**src/rtl/stby_ref_pkg.sv**
```systemverilog
package stby_ref_pkg;
  localparam int CFG_W    = 8;
  localparam int IVL_W    = 2;
  localparam int CBR_BIT  = 7;
  localparam int STBY_BIT = 6;
  localparam int IVL_LO   = 4;
  localparam int TB_BIT   = 3;

  typedef struct packed {
    logic             cbr;
    logic             stby_en;
    logic [IVL_W-1:0] ivl;
  } ref_cfg_t;

  localparam ref_cfg_t CFG_DEFAULT = '0;

  typedef enum logic [2:0] {
    ST_RUN,    // powered, fast timebase
    ST_ENTER,  // power lost, waiting for first slow edge
    ST_STBY,   // powered down, slow timebase
    ST_RECOV,  // powered, still on slow timebase
    ST_OFF     // powered down, no refresh
  } tb_state_e;
endpackage

```
**src/rtl/stby_sync.sv**
```systemverilog
module stby_sync #(
  parameter int           W       = 1,
  parameter logic [W-1:0] RST_VAL = '0
) (
  input  logic         clk_i,
  input  logic         rst_ni,
  input  logic [W-1:0] d_i,
  output logic [W-1:0] q_o
);
  logic [W-1:0] meta_q, sync_q;

  always_ff @(posedge clk_i or negedge rst_ni) begin
    if (!rst_ni) begin
      meta_q <= RST_VAL;
      sync_q <= RST_VAL;
    end else begin
      meta_q <= d_i;
      sync_q <= meta_q;
    end
  end

  assign q_o = sync_q;
endmodule

```
**src/rtl/stby_slow_div.sv**
```systemverilog
module stby_slow_div #(
  parameter int IVL_W = 2
) (
  input  logic             clk_i,
  input  logic             rst_ni,
  input  logic             sc_i,
  input  logic             run_i,
  input  logic             full_rate_i,
  input  logic [IVL_W-1:0] ivl_i,
  output logic             rise_o,
  output logic             fall_o,
  output logic             tick_o
);
  localparam int CNT_W = (1 << IVL_W) - 1;

  logic             sc_q;
  logic [CNT_W-1:0] cnt_q, lim_m1;
  logic             wrap;

  always_ff @(posedge clk_i or negedge rst_ni) begin
    if (!rst_ni) sc_q <= 1'b0;
    else         sc_q <= sc_i;
  end

  assign rise_o = sc_i & ~sc_q;
  assign fall_o = ~sc_i & sc_q;
  assign lim_m1 = CNT_W'((32'd1 << ivl_i) - 32'd1);
  assign wrap   = (cnt_q == lim_m1);

  always_ff @(posedge clk_i or negedge rst_ni) begin
    if (!rst_ni)      cnt_q <= '0;
    else if (!run_i)  cnt_q <= '0;
    else if (rise_o)  cnt_q <= wrap ? '0 : cnt_q + 1'b1;
  end

  // ivl==0 and recovery both run at the half-cycle rate
  assign tick_o = (full_rate_i || ivl_i == '0) ? (rise_o | fall_o)
                                               : (rise_o & wrap);
endmodule

```
**src/rtl/stby_watchdog.sv**
```systemverilog
module stby_watchdog #(
  parameter int LIMIT = 64
) (
  input  logic clk_i,
  input  logic rst_ni,
  input  logic arm_i,
  input  logic kick_i,
  output logic expire_o
);
  localparam int CNT_W = (LIMIT > 2) ? $clog2(LIMIT) : 1;

  logic [CNT_W-1:0] cnt_q;
  logic             last;

  assign last     = (cnt_q == CNT_W'(LIMIT - 1));
  assign expire_o = arm_i & kick_i & last;

  always_ff @(posedge clk_i or negedge rst_ni) begin
    if (!rst_ni)                cnt_q <= '0;
    else if (!arm_i || expire_o) cnt_q <= '0;
    else if (kick_i)            cnt_q <= cnt_q + 1'b1;
  end
endmodule

```
**src/rtl/stby_cfg_reg.sv**
```systemverilog
module stby_cfg_reg
  import stby_ref_pkg::*;
(
  input  logic             clk_i,
  input  logic             rst_ni,
  input  logic             pg_i,
  input  logic             ps_i,
  input  logic             we_i,
  input  logic [CFG_W-1:0] wdata_i,
  input  logic             wd_clr_i,
  output ref_cfg_t         cfg_o
);
  ref_cfg_t cfg_q;

  always_ff @(posedge clk_i or negedge rst_ni) begin
    if (!rst_ni) begin
      cfg_q <= CFG_DEFAULT;
    end else if (!pg_i && !ps_i) begin
      cfg_q <= CFG_DEFAULT;
    end else begin
      if (we_i && pg_i) begin
        cfg_q.cbr     <= wdata_i[CBR_BIT];
        cfg_q.stby_en <= wdata_i[STBY_BIT];
        cfg_q.ivl     <= wdata_i[IVL_LO +: IVL_W];
      end
      if (wd_clr_i) cfg_q.stby_en <= 1'b0;
    end
  end

  assign cfg_o = cfg_q;
endmodule

```
**src/rtl/stby_refresh_ctrl.sv**
```systemverilog
module stby_refresh_ctrl
  import stby_ref_pkg::*;
#(
  parameter int WD_LIMIT = 64
) (
  input  logic             clk_i,
  input  logic             rst_ni,
  input  logic             pwr_good_i,
  input  logic             pwr_sense_i,
  input  logic             slow_clk_i,
  input  logic             fast_tick_i,
  input  logic             cfg_we_i,
  input  logic [CFG_W-1:0] cfg_wdata_i,
  output logic [CFG_W-1:0] cfg_rdata_o,
  output logic             ref_req_o,
  output logic             ref_cbr_o,
  output logic             tb_slow_o,
  output logic             pd_active_o
);
  logic [2:0] async_s;
  logic       pg_s, ps_s, sc_s;
  logic       sc_rise, sc_fall, div_tick, wd_expire;
  ref_cfg_t   cfg;
  tb_state_e  state_q, state_d;
  logic       req_d, ref_q, cbr_q;

  // {slow clock, sense, power-good}; sense resets high so reset never clears cfg
  stby_sync #(.W(3), .RST_VAL(3'b010)) u_sync (
    .clk_i (clk_i),
    .rst_ni(rst_ni),
    .d_i   ({slow_clk_i, pwr_sense_i, pwr_good_i}),
    .q_o   (async_s)
  );
  assign {sc_s, ps_s, pg_s} = async_s;

  stby_cfg_reg u_cfg (
    .clk_i   (clk_i),
    .rst_ni  (rst_ni),
    .pg_i    (pg_s),
    .ps_i    (ps_s),
    .we_i    (cfg_we_i),
    .wdata_i (cfg_wdata_i),
    .wd_clr_i(wd_expire),
    .cfg_o   (cfg)
  );

  stby_slow_div #(.IVL_W(IVL_W)) u_div (
    .clk_i      (clk_i),
    .rst_ni     (rst_ni),
    .sc_i       (sc_s),
    .run_i      (state_q == ST_STBY),
    .full_rate_i(state_q == ST_RECOV),
    .ivl_i      (cfg.ivl),
    .rise_o     (sc_rise),
    .fall_o     (sc_fall),
    .tick_o     (div_tick)
  );

  stby_watchdog #(.LIMIT(WD_LIMIT)) u_wd (
    .clk_i   (clk_i),
    .rst_ni  (rst_ni),
    .arm_i   (state_q == ST_RECOV),
    .kick_i  (sc_rise),
    .expire_o(wd_expire)
  );

  always_comb begin
    state_d = state_q;
    req_d   = 1'b0;
    unique case (state_q)
      ST_RUN: begin
        req_d = fast_tick_i;
        if (!pg_s) state_d = cfg.stby_en ? ST_ENTER : ST_OFF;
      end
      ST_ENTER: begin
        req_d = fast_tick_i | sc_rise | sc_fall;
        if (pg_s)                     state_d = ST_RUN;
        else if (!cfg.stby_en)        state_d = ST_OFF;
        else if (sc_rise || sc_fall)  state_d = ST_STBY;
      end
      ST_STBY: begin
        req_d = div_tick;
        if (!cfg.stby_en) state_d = ST_OFF;
        else if (pg_s)    state_d = ST_RECOV;
      end
      ST_RECOV: begin
        req_d = fast_tick_i | div_tick;
        if (fast_tick_i || wd_expire) state_d = ST_RUN;
        else if (!pg_s)               state_d = ST_STBY;
      end
      ST_OFF: begin
        if (pg_s) state_d = ST_RUN;
      end
      default: state_d = ST_RUN;
    endcase
  end

  always_ff @(posedge clk_i or negedge rst_ni) begin
    if (!rst_ni) begin
      state_q <= ST_RUN;
      ref_q   <= 1'b0;
      cbr_q   <= 1'b0;
    end else begin
      state_q <= state_d;
      ref_q   <= req_d;
      cbr_q   <= cfg.cbr;
    end
  end

  assign tb_slow_o   = (state_q == ST_STBY) || (state_q == ST_RECOV);
  assign pd_active_o = (state_q == ST_STBY) || (state_q == ST_OFF);
  assign ref_req_o   = ref_q;
  assign ref_cbr_o   = cbr_q;
  assign cfg_rdata_o = {cfg.cbr, cfg.stby_en, cfg.ivl, tb_slow_o, 3'b000};
endmodule

```
**config.mk**
```make
export PLATFORM = sky130hd
export DESIGN_NAME = stby_refresh_ctrl
export DESIGN_NICKNAME = d
export VERILOG_FILES = /design/src/rtl/stby_ref_pkg.sv /design/src/rtl/stby_sync.sv /design/src/rtl/stby_slow_div.sv /design/src/rtl/stby_watchdog.sv /design/src/rtl/stby_cfg_reg.sv /design/src/rtl/stby_refresh_ctrl.sv
export SDC_FILE = /design/constraint.sdc
export NUM_CORES = 1
export LEC_CHECK = 0
export BUFFER_PORTS_ARGS = -buffer_cell sky130_fd_sc_hd__buf_4
export CELL_PAD_IN_SITES_DETAIL_PLACEMENT = 1
export CELL_PAD_IN_SITES_GLOBAL_PLACEMENT = 1
export CORE_MARGIN = 2
export CORE_UTILIZATION = 41
export DETAILED_ROUTE_END_ITERATION = 7
export PLACE_DENSITY_LB_ADDON = 0.1
export SYNTH_ARGS = -nofsm -noshare
export SYNTH_HDL_FRONTEND = slang
export SYNTH_HIERARCHICAL = 1
export SYNTH_SLANG_ARGS = --single-unit
```
**constraint.sdc**
```tcl
create_clock -name clk_i -period 2.4 [get_ports clk_i]
set_input_delay 0.12 -clock clk_i [delete_from_list [all_inputs] [get_ports clk_i]]
set_output_delay 0.12 -clock clk_i [all_outputs]
set_load 0.03 [all_outputs]
```
# Word-level counts from Yosys, hierarchy flattened
# Cells that the tools add are included.
dict set report word_totals {
  register_bits 25
  latchBits 0
  ram_bits 0
  mem_bits_ro 0
  inputBits 15
  word_cells 76
  mem_count 0
}
dict set report op_classes {
  add_sub_neg 3
  mul 0
  n_div 0
  n_lt_le_gt_ge 0
  eq_ne 12
  shift 1
  mux 21
  bitwise 11
  reduce_logical 17
}
# op n
set ops {}
lappend ops {{2-to-1 mux 3 bit} 13}
lappend ops {{one-hot mux 3 bit (5 select lines)} 1}
lappend ops {{2-to-1 mux 6 bit} 2}
lappend ops {{2-to-1 mux 4 bit} 2}
lappend ops {{adder 6 x 1 -> 6 bit (second input constant)} 1}
lappend ops {{== test 3 x 2 -> 1 bit (second input constant)} 2}
lappend ops {{== test 6 bit (second input constant)} 1}
lappend ops {{logical OR 1 bit} 6}
lappend ops {{!= test 3 bit (second input constant)} 2}
lappend ops {{AND 1 bit} 5}
lappend ops {{AND reduction 5 bit} 1}
lappend ops {{!= test 2 bit (second input constant)} 2}
lappend ops {{!= test 4 bit (second input constant)} 1}
lappend ops {{OR 1 bit} 4}
lappend ops {{one-hot mux 1 bit (4 select lines)} 1}
lappend ops {{nonzero test 2 bit} 2}
lappend ops {{adder 3 x 1 -> 3 bit (second input constant)} 1}
lappend ops {{== test 3 x 1 -> 1 bit (second input constant)} 1}
lappend ops {{== test 3 bit} 1}
lappend ops {{== test 3 bit (second input constant)} 1}
lappend ops {{zero test 1 bit} 3}
lappend ops {{zero test 3 bit} 1}
lappend ops {{nonzero test 3 bit} 1}
lappend ops {{<< shifter 1 x 2 -> 3 bit (first input constant)} 1}
lappend ops {{other kinds (6)} 9}

# Longest topological paths before layout
# Gate-level depths: netlist of run 1.
dict set report depth {
  ltp_word 7
  depth_mapped 9
}

# By module
# The synthesis of run 1 kept the hierarchy.
# mod n_inst cells_each area_each_um2 seq_area_each_um2
set by_module_without_submodules {}
lappend by_module_without_submodules {stby_refresh_ctrl 1 44 404.1 125.1}
lappend by_module_without_submodules {stby_watchdog 1 31 305.3 150.1}
lappend by_module_without_submodules {stby_slow_div 1 31 291.5 100.1}
lappend by_module_without_submodules {stby_cfg_reg 1 18 207.7 100.1}
lappend by_module_without_submodules {stby_sync 1 6 152.6 152.6}

# Worst setup path after synthesis of run 1
# OpenSTA, ideal clock, no wires.
dict set report synth_timing {
  kind {reg2reg}
  start {register state_q[0]}
  end {register state_q[1]}
  setup_time_ns 0.079
  arrival_ns 1.998
  required_time_ns 2.321
  setup_slack_ns 0.322
  stages_incl_launch_ff 10
  period_less_slack_ns 2.078
  path_cell_list {dfrtp_1 -> buf_2 -> inv_2 -> nor3_1 -> inv_1 -> nor3_1 -> and4bb_4 -> o21ai_2 -> o311a_1 -> a2bb2oi_1}
}
dict set report synth_via {
  elab_chain_len 6
  elab_cells_between_ends 16
}
# item line_no
set synth_rtl {}
lappend synth_rtl {{start: declaration} stby_refresh_ctrl.sv:24} ;# tb_state_e state_q, state_d;
lappend synth_rtl {{start signal: assignment} stby_refresh_ctrl.sv:104} ;# state_q <= state_d;
lappend synth_rtl {{== test 3 x 2 -> 1 bit *} stby_refresh_ctrl.sv:62} ;# .arm_i (state_q == ST_RECOV),
lappend synth_rtl {{AND 1 bit * (2 in a row)} stby_watchdog.sv:16} ;# assign expire_o = arm_i & kick_i & last;
lappend synth_rtl {{net wd_expire} stby_refresh_ctrl.sv:22} ;# logic sc_rise, sc_fall, div_tick, wd_expire;
lappend synth_rtl {{logical OR 1 bit *} stby_refresh_ctrl.sv:88} ;# if (fast_tick_i || wd_expire) state_d = ST_RUN;
lappend synth_rtl {{!= test 3 bit (no line) or 2-to-1 mux 3 bit (tied branches)} n/a}
lappend synth_rtl {{AND reduction 5 bit (no line) or one-hot mux 3 bit (5 select lines) (tied branches)} n/a}
# The timed path passes the listed nets; every way through them passes the cells marked *.
# A chain may end at the register's enable or synchronous reset.

# Final worst setup path of run 1
dict set report layout_timing {
  start {register state_q[1]}
  end {register state_q[1]}
}
# Same word-level chain as after synthesis.

==> impl_results.md, run 1 <==
* DIE HEIGHT at 61.6 um
* Top delay family on crit path: simple AND/OR/NAND/NOR gates
* Post-synth ARST share at 1.00
* EDFF count, synth at 0
* Die Width at 61.6 um
* Setup-failing EPs final at 0
* First-pass GRT wire length at 5.15 mm
* Nets at 175
* Most frequent cell after synthesis: dfrtp_1
* Final period util at 0.816
* Worst stage delay on the critical path at 0.40 ns
* CTS tree: built
* Number of I/O pins at 27
* Primary FF master, synth: dfrtp_1
* Register area share after synthesis at 0.461
* Crit path max fanout at 5
* Flip-flop and latch area at 628 um^2
* Grt ovf at 0
* Crit path time final at 1.96 ns
* Pwr/cell area at 793 nW/um^2
* Startpoint type of the worst setup path: flip-flop
* Maxcap violations at 0
* Area contributors post-synth: dfrtp_1 (42%), mux2i_1 (7.4%), dfstp_2 (3.9%), ha_1 (3.7%), nor2_1 (3.6%)
* Max Freq at 510 MHz
* Final core occ at 0.517
* Final instance area at 1610 um^2
* Total Power at 1270 uW
* Drt first pass iters at 3
* Vias per cell at 5.29
* Total Routed Length at 3.09 mm
* Initial Util at 0.439
* WS Path Type: reg -> reg
* CP Depth at 8
* H-tree levels at 1
* Worst-case clock buffer depth at 2
* Input/output buffers at 19
* Max rail drop VDD at 0.330 mV
* CP Capture Type: flip-flop
* Worst-skew pair later-pin latency at 0.33 ns
* Worst-Margin Slew at 0.506 ns
* Critical-path top delay cell: dfrtp_1
* RSZ-0062 raised after global routing: false
* Largest net degree at the start of global routing at 26
* FF-to-FF path depth at 8
* Min-Delay Path Depth at 3
* CORE AREA at 3100 um^2
* Worst hold slack at 0.0792 ns
* Die area at 3800 um^2
* Final slew viol count at 0
* Pleak at 0.000722 uW
* RePlAce Congestion at 0.837
* #FFs+latches synth at 25
* Clk root buf: clkbuf_4
* Post-route ant nets at 0
* CTS Sinks at 25
* Yosys warns at 6
* Hold Vio Cnt, Final at 0
* Slew Limit Headroom at 0.660
* Worst Hold Class: in -> reg
* Avg Inst Size Synth at 10.5 um^2
* Cts bufs inserted at 3
* Gate Count Post-Synth at 130
* Multi-input gate area at 644 um^2
* Area growth from synthesis to final layout at 17.9%
* Reg clk slew, reported paths at 0.15 ns
* Row count at 20
* Number of fill cells at 380
* CP bufs+invs at 2
* Remaining DRCs at 0
* Top-area cell type share of the netlist area at 0.423
* Total track usage at 0.187
* Setup Skew at 0.0209 ns
* Worst Path Required at 2.67 ns
* Unique cell type count in the Yosys netlist at 50
* Area leader, netlist: dfrtp_1
* WL per Instance at 15.5 um
* Mapped Area at 1360 um^2
* Cell mode on critical path: nor3_1
* Critical path data arrival time at 2.22 ns
* Diodes inserted at 0
* Vias in the first global route at 1,129
* Area post-placement at 1540 um^2
* Initial antenna violation count at 0
* DR iter-0 viols at 32
* Setup TNS at 0 ns
* Crit path cell chain: inv_2 > nor3_1 > inv_1 > nor3_1 > and4bb_4 > o21ai_2 > o311a_1 > a2bb2oi_1
* Dpl hpwl at 2.27 mm
* Commonest cells post-synth: dfrtp_1 (23), nor2_1 (13), mux2i_1 (10), nand2_1 (10), buf_4 (5)
* Via count at 1,052
* Outcome: completed
* Layout cells sized above 1 at 0.271
layout by cell type, fill, tap and decap left out, types with 3 or more instances in the layout:
master         instances
buf_4                 25
dfrtp_1               23
nor2_1                13
mux2i_1               10
nand2_1               10
a21oi_1                4
dlygate4sd3_1          4
inv_1                  4
nand3_1                4
ha_1                   4
nor3_1                 3
conb_1                 3
clkbuf_4               3
xor2_1                 3
sequential cells by signal (all words and copies together), names as in the netlist:
signal,flops
u_div/sc_q,1
u_sync/meta_q,3
u_sync/q_o,3
u_div/cnt_q,3
ref_cbr_o,1
ref_req_o,1
state_q,3
u_wd/cnt_q,6
u_cfg/cfg_o,4
cell families (layout without fill, tap and decap cells):
family | Yosys count | in the layout | share of synthesized area
AOI/OAI and AO/OA | 24 | 24 | 0.136
xor gates and xnor gates | 5 | 5 | 0.0322
adders and majority gates | 4 | 4 | 0.0368
buffers and inverters | 16 | 39 | 0.0708
DFF | 25 | 25 | 0.461
muxes | 10 | 10 | 0.0735
other | 1 | 3 | 0.00275
and+or+nand+nor | 45 | 45 | 0.187
path summary, 6_finish.rpt:
path	from	endpoint	slack, ns
setup / recovery	state_q[1]	state_q[1]	0.44
hold / removal	cfg_wdata_i[7]	u_cfg/cfg_o[3]	0.08
setup reg to reg	state_q[1]	state_q[1]	0.44
hold reg to reg	u_sync/meta_q[1]	u_sync/q_o[1]	0.37
max in group asynchronous	rst_ni	u_sync/meta_q[1]	1.85
min in group asynchronous	rst_ni	u_sync/meta_q[0]	0.22
cell type report:
type | count | share of cell area
clock inverters | 1 | 0.00312
flip-flops and latches | 25 | 0.391
multi-input cells | 91 | 0.401
repair buffers | 29 | 0.142
clock buffers | 3 | 0.0140
inverters | 6 | 0.0140
well taps | 44 | 0.0343
tightest hold or removal path, cell delays in order:
cell	delay, ns
buf_4	0.08
mux2i_1	0.06
mux2i_1	0.12
metrics by stage:
stage	worst slack (ns)	instances
after global routing	0.219	199
after CTS	0.402	199
after detailed placement	0.445	191
after floorplan	0.322	132
after global placement	0.496	191
final	0.441	199
power breakdown:
| part | internal (uW) | switching, uW | total, uW |
|---|---|---|---|
| clock | 62.4 | 132 | 194 |
| sequential | 469 | 42.0 | 511 |
| combinational | 233 | 334 | 567 |
routing by layer:
| metal | track usage | part of all wire |
|---|---|---|
| met2 | 0.320 | 0.53 |
| met4 | 0.0517 | 0.015 |
| met1 | 0.233 | 0.42 |
| met3 | 0.0462 | 0.034 |
| met5 | 0 | 0 |
what timing repair did:
action / 4_1_cts / 5_1_grt
gates resized for setup: 0 / 0
hold endpoints to repair: 28 / 0
buffers inserted: 0 / 0
hold buffers: 4 / 0
Power figures use the tool's default switching activity.
==> inputs of run 2 (changes only) <==
==> constraint.sdc (replaced) <==
create_clock -name clk_i -period 2 [get_ports clk_i]
set_input_delay 0.1 -clock clk_i [delete_from_list [all_inputs] [get_ports clk_i]]
set_output_delay 0.1 -clock clk_i [all_outputs]
set_load 0.03 [all_outputs]
==> impl_results.md, run 2 (synthesis gave the netlist of run 1 again) <==
* Layout cells sized above 1 at 0.297 (+0.0265)
* RSZ-0062 raised after global routing: false
* Max FFs per register at 6 (unchanged)
* Drt first pass iters at 4 (+1)
* Initial Util at 0.439 (unchanged)
* First-pass GRT wire length at 5.00 mm (-3.0%)
* Critical path data arrival time at 2.05 ns (-0.17 ns)
* H-tree levels at 1 (unchanged)
* Startpoint type of the worst setup path: flip-flop
* Die area at 3800 um^2 (unchanged)
* FF-to-FF path depth at 8 (unchanged)
* Diodes inserted at 0 (unchanged)
* Most frequent cells in the layout: buf_4 (28), dfrtp_1 (23), nor2_1 (13)
* Vias in the first global route at 1,073 (-5.0%)
* Worst-skew pair later-pin latency at 0.32 ns (about the same)
* Setup Skew at 0.00318 ns (-0.0178 ns)
* Input/output buffers at 19 (unchanged)
* Worst hold slack at 0.0858 ns (+0.00667 ns)
* RR Startpoint: u_div/sc_q
* CTS tree: built
* Post-route ant nets at 0 (unchanged)
* Setup TNS at 0 ns (unchanged)
* Pwr/cell area at 931 nW/um^2 (+17%)
* CTS Sinks at 25 (unchanged)
* CP Capture Type: flip-flop
* Worst Hold Class: in -> reg
* Area growth from synthesis to final layout at 21.2%
* Crit path max fanout at 3 (-2)
* WS Path Type: reg -> reg
* Hold Vio Cnt, Final at 0 (unchanged)
* WL per Instance at 14.8 um (-4.5%)
* Initial antenna violation count at 0 (unchanged)
* Maxcap violations at 0 (unchanged)
* CP startpoint: u_div/sc_q
* Max rail drop VDD at 0.367 mV (+11%)
* Reg clk slew, reported paths at 0.13 ns (-0.02 ns)
* Cts bufs inserted at 3 (unchanged)
* Worst Path Required at 2.25 ns (-0.42 ns)
* Commonest non-fill, non-tap cell in the layout: buf_4
* DIE HEIGHT at 61.6 um (unchanged)
* RR Endpoint: state_q[1]
* Remaining DRCs at 0 (unchanged)
* Largest net degree at the start of global routing at 26 (unchanged)
* RePlAce Congestion at 0.792 (-5.4%)
* Pleak at 0.000735 uW (+1.8%)
* DR iter-0 viols at 39 (+22%)
* Crit path time final at 1.80 ns (-0.157 ns)
* Die Width at 61.6 um (unchanged)
* Number of I/O pins at 27 (unchanged)
* Dpl hpwl at 2.25 mm (-0.61%)
* Total track usage at 0.181 (-0.00564)
* Vias per cell at 5.25 (-0.64%)
* Biggest register: u_wd/cnt_q
* Total Routed Length at 2.99 mm (-3.1%)
* Max Freq at 555 MHz (+8.7%)
* Worst-case clock buffer depth at 2 (unchanged)
* FF-to-FF setup slack at 0.20 ns (-0.24 ns)
* CORE AREA at 3100 um^2 (unchanged)
* Worst setup endpoint: state_q[1]
* Via count at 1,061 (+0.86%)
* Nets at 178 (+1.7%)
* Outcome: completed
* Final period util at 0.901 (+0.0847)
* Final slew viol count at 0 (unchanged)
* Clk root buf: clkbuf_4
* Row count at 20 (unchanged)
* Setup-failing EPs final at 0 (unchanged)
* Grt ovf at 0 (unchanged)
-- run 2: report_power, final --
| part | switching, uW | internal [uW] | leakage [uW] |
|---|---|---|---|
| Combinational | 403 | 298 | 0.000401 |
| Sequential | 48.5 | 563 | 0.000319 |
| Clock | 147 | 78.0 | 0.0000150 |
-- run 2: worst max-delay path, stage by stage, from the launching register on --
cell and delay [ns]:
dfrtp_1 0.41, inv_1 0.06, ha_1 0.16, nand3_1 0.14, nor3_2 0.19, and4bb_4 0.25
o21ai_2 0.17, o311a_1 0.19, a2bb2oi_1 0.16
-- run 2: worst min path at each step --
stage | start | endpoint | slack (ns) | cells past startpoint
6_report | cfg_wdata_i[4] | u_cfg/cfg_o[0] | 0.09 | 3
5_1_grt | cfg_wdata_i[5] | u_cfg/cfg_o[1] | 0.08 | 3
4_1_cts | cfg_wdata_i[5] | u_cfg/cfg_o[1] | 0.08 | 3
3_5_place_dp | rst_ni | state_q[1] | 0.02 | 1
3_3_place_gp | rst_ni | state_q[0] | 0.03 | 1
2_1_floorplan | rst_ni | ref_cbr_o | -0.20 | 0
-- run 2: per-stage QoR --
| step | setup WS, ns | utilization | power (uW) | cells | cell area [um^2] |
|---|---|---|---|---|---|
| 2_1_floorplan | 0.0241 | - | 1120 | 132 | 1380 |
| 3_3_place_gp | 0.241 | 0.501 | 1280 | 192 | 1560 |
| 3_5_place_dp | 0.168 | 0.501 | 1310 | 192 | 1560 |
| 4_1_cts | 0.128 | 0.523 | 1540 | 200 | 1620 |
| 5_1_grt | 0.00452 | 0.532 | 1640 | 202 | 1650 |
| 6_report | 0.198 | 0.532 | 1540 | 202 | 1650 |
-- run 2: cell type report --
cell class                 instances  area [um^2]
inverter                           6         22.5
timing repair buffer              32          250
fill                             360         1450
tap                               44         55.1
clock buffer                       4         26.3
multi-input combinational         91          668
sequential                        25          628
-- run 2: timing repair --
action | CTS | global route
buffers inserted | 0 | 2
endpoints found under the setup margin | 0 | 2
hold buffers | 4 | 0
endpoints found under the hold margin | 28 | 0
resized for setup | 0 | 2
-- run 2: routing by layer --
metal	vias up	share of wire	track usage
met4	0	0.015	0.0729
met2	29	0.52	0.314
met1	520	0.42	0.227
met5	-	0	0
li1	507	-	-
met3	5	0.040	0.0210
==> inputs of run 3 (changes only) <==
--- a/config.mk
+++ b/config.mk
@@ -6,12 +6,10 @@
 export NUM_CORES = 1
 export LEC_CHECK = 0
 export BUFFER_PORTS_ARGS = -buffer_cell sky130_fd_sc_hd__buf_4
-export CELL_PAD_IN_SITES_DETAIL_PLACEMENT = 1
-export CELL_PAD_IN_SITES_GLOBAL_PLACEMENT = 1
 export CORE_MARGIN = 2
-export CORE_UTILIZATION = 41
+export CORE_UTILIZATION = 54
 export DETAILED_ROUTE_END_ITERATION = 7
-export PLACE_DENSITY_LB_ADDON = 0.1
+export PLACE_DENSITY = 0.78
 export SYNTH_ARGS = -nofsm -noshare
 export SYNTH_HDL_FRONTEND = slang
 export SYNTH_HIERARCHICAL = 1
==> impl_results.md, run 3 (synthesis gave the netlist of run 1 again) <==
* Outcome: completed
* Worst Path Required at 2.26 ns (about the same)
* Cts bufs inserted at 3 (unchanged)
* Post-route ant nets at 0 (unchanged)
* Grt ovf at 0 (unchanged)
* Crit path time final at 1.81 ns (+0.00885 ns)
* Setup-failing EPs final at 0 (unchanged)
* Nets at 176 (-1.1%)
* Post-CTS Setup Inserts at 0 (unchanged)
* RePlAce Congestion at 0.876 (+11%)
* Area growth from synthesis to final layout at 17.9%
* Maxcap violations at 0 (unchanged)
* CP Capture Type: flip-flop
* DR iter-0 viols at 12 (-69%)
* Vias per cell at 5.59 (+6.4%)
* Setup Skew at 0.00343 ns (+0.000252 ns)
* Largest net degree at the start of global routing at 26 (unchanged)
* Commonest non-fill, non-tap cell in the layout: buf_4
* Fin worst setup slack at 0.189 ns (-0.00885 ns)
* Input/output buffers at 19 (unchanged)
* Die Width at 54.2 um (-12%)
* Crit path max fanout at 5 (+2)
* Worst Hold Class: in -> reg
* RR Startpoint: state_q[1]
* Max FFs per register at 6 (unchanged)
* Hold Path End: u_cfg/cfg_o[3]
* Pwr/cell area at 945 nW/um^2 (+1.5%)
* Critical path data arrival time at 2.07 ns (+0.02 ns)
* Max Freq at 552 MHz (-0.49%)
* Row count at 18 (-10%)
* H-tree levels at 1 (unchanged)
* Hold Vio Cnt, Final at 0 (unchanged)
* WL per Instance at 13.4 um (-9.4%)
* Max rail drop VDD at 0.811 mV (+120%)
* RR Endpoint: state_q[1]
* RSZ-0062 raised after global routing: false
* CORE AREA at 2430 um^2 (-22%)
* CTS tree: built
* Final slew viol count at 0 (unchanged)
* CTS Sinks at 25 (unchanged)
* Clk root buf: clkbuf_4
* Vias in the first global route at 952 (-11%)
* Reg clk slew, reported paths at 0.14 ns (about the same)
* Remaining DRCs at 0 (unchanged)
* Setup TNS at 0 ns (unchanged)
* Hold Path Origin: cfg_wdata_i[7]
* FF-to-FF setup slack at 0.19 ns (about the same)
* Worst-skew pair later-pin latency at 0.32 ns (about the same)
* Pleak at 0.000728 uW (-0.95%)
* Number of fill cells at 199 (-45%)
* Worst-case clock buffer depth at 2 (unchanged)
* Initial antenna violation count at 0 (unchanged)
* DIE HEIGHT at 54.2 um (-12%)
* First-pass GRT wire length at 3.95 mm (-21%)
* Worst slack, placed at 0.207 ns (+0.0391 ns)
* Die area at 2940 um^2 (-23%)
* Diodes inserted at 0 (unchanged)
* Layout cells sized above 1 at 0.288 (-0.00901)
* Drt first pass iters at 4 (unchanged)
* DP Cell Count at 178 (-7.3%)
* Total track usage at 0.189 (+0.00848)
* Most frequent cells in the layout: buf_4 (26), dfrtp_1 (23), nor2_1 (13)
* Dpl hpwl at 1.84 mm (-19%)
* Final period util at 0.905 (+0.00443)
* FF-to-FF path depth at 8 (unchanged)
* Initial Util at 0.560 (+0.121)
* Min-Delay Path Depth at 3 (unchanged)
* Startpoint type of the worst setup path: flip-flop
* Final core occ at 0.660 (+0.128)
* Total Routed Length at 2.50 mm (-17%)
* Biggest register: u_wd/cnt_q
* Via count at 1,039 (-2.1%)
* Non-Filler Instances at 186 (-7.9%)
* WS Path Type: reg -> reg
* Number of I/O pins at 27 (unchanged)
## run 3: report_power, final
part | total [uW] | internal [uW] | switching (uW) | leakage, uW
Combinational | 681 | 291 | 390 | 0.000391
Clock | 228 | 75.1 | 153 | 0.0000177
Sequential | 607 | 563 | 44.4 | 0.000319
Total | 1520 | 929 | 588 | 0.000728
## run 3: metrics by stage
stage               hold slack, ns  area, um^2  power (uW)
floorplan                   -0.196        1380        1120
global placement            0.0187        1540        1270
detailed placement          0.0172        1540        1290
CTS                         0.0669        1610        1530
global route                0.0790        1610        1610
finish                      0.0794        1610        1520
## run 3: final cells by class
type / count / area [um^2] / area share
Clock buffer: 3 / 22.5 / 0.0140
Clock inverter: 1 / 5.00 / 0.00312
Inverter: 6 / 22.5 / 0.0140
Multi-Input combinational cell: 91 / 654 / 0.408
Sequential cell: 25 / 628 / 0.391
Tap cell: 30 / 37.5 / 0.0234
Timing Repair Buffer: 30 / 235 / 0.147
## run 3: how the worst max path moves through the flow
stage | from | to | slack (ns) | depth (start not counted)
floorplan | u_div/sc_q | state_q[1] | 0.02 | 9
global placement | state_q[1] | state_q[1] | 0.26 | 8
detailed placement | state_q[1] | state_q[1] | 0.21 | 8
CTS | state_q[1] | state_q[1] | 0.18 | 8
global route | state_q[1] | state_q[1] | 0.009 | 8
finish | state_q[1] | state_q[1] | 0.19 | 8
## run 3: critical path: stages, from the launching register on
cell,delay [ns]
dfrtp_1,0.38
inv_2,0.07
nor3_2,0.21
inv_1,0.12
nor3_2,0.21
and4bb_4,0.25
o21ai_2,0.17
o311a_1,0.19
a2bb2oi_1,0.14
## run 3: layer usage
metal / part of all wire / track usage / vias up
met1: 0.45 / 0.222 / 497
met2: 0.48 / 0.327 / 31
li1: - / - / 506
met4: 0.021 / 0.113 / 0
met3: 0.047 / 0.0273 / 5
met5: 0 / 0 / -
## run 3: timing repair
action                                 4_1_cts  5_1_grt
gates resized for setup                      0        0
endpoints found under the hold margin       28        0
hold buffers                                 4        0
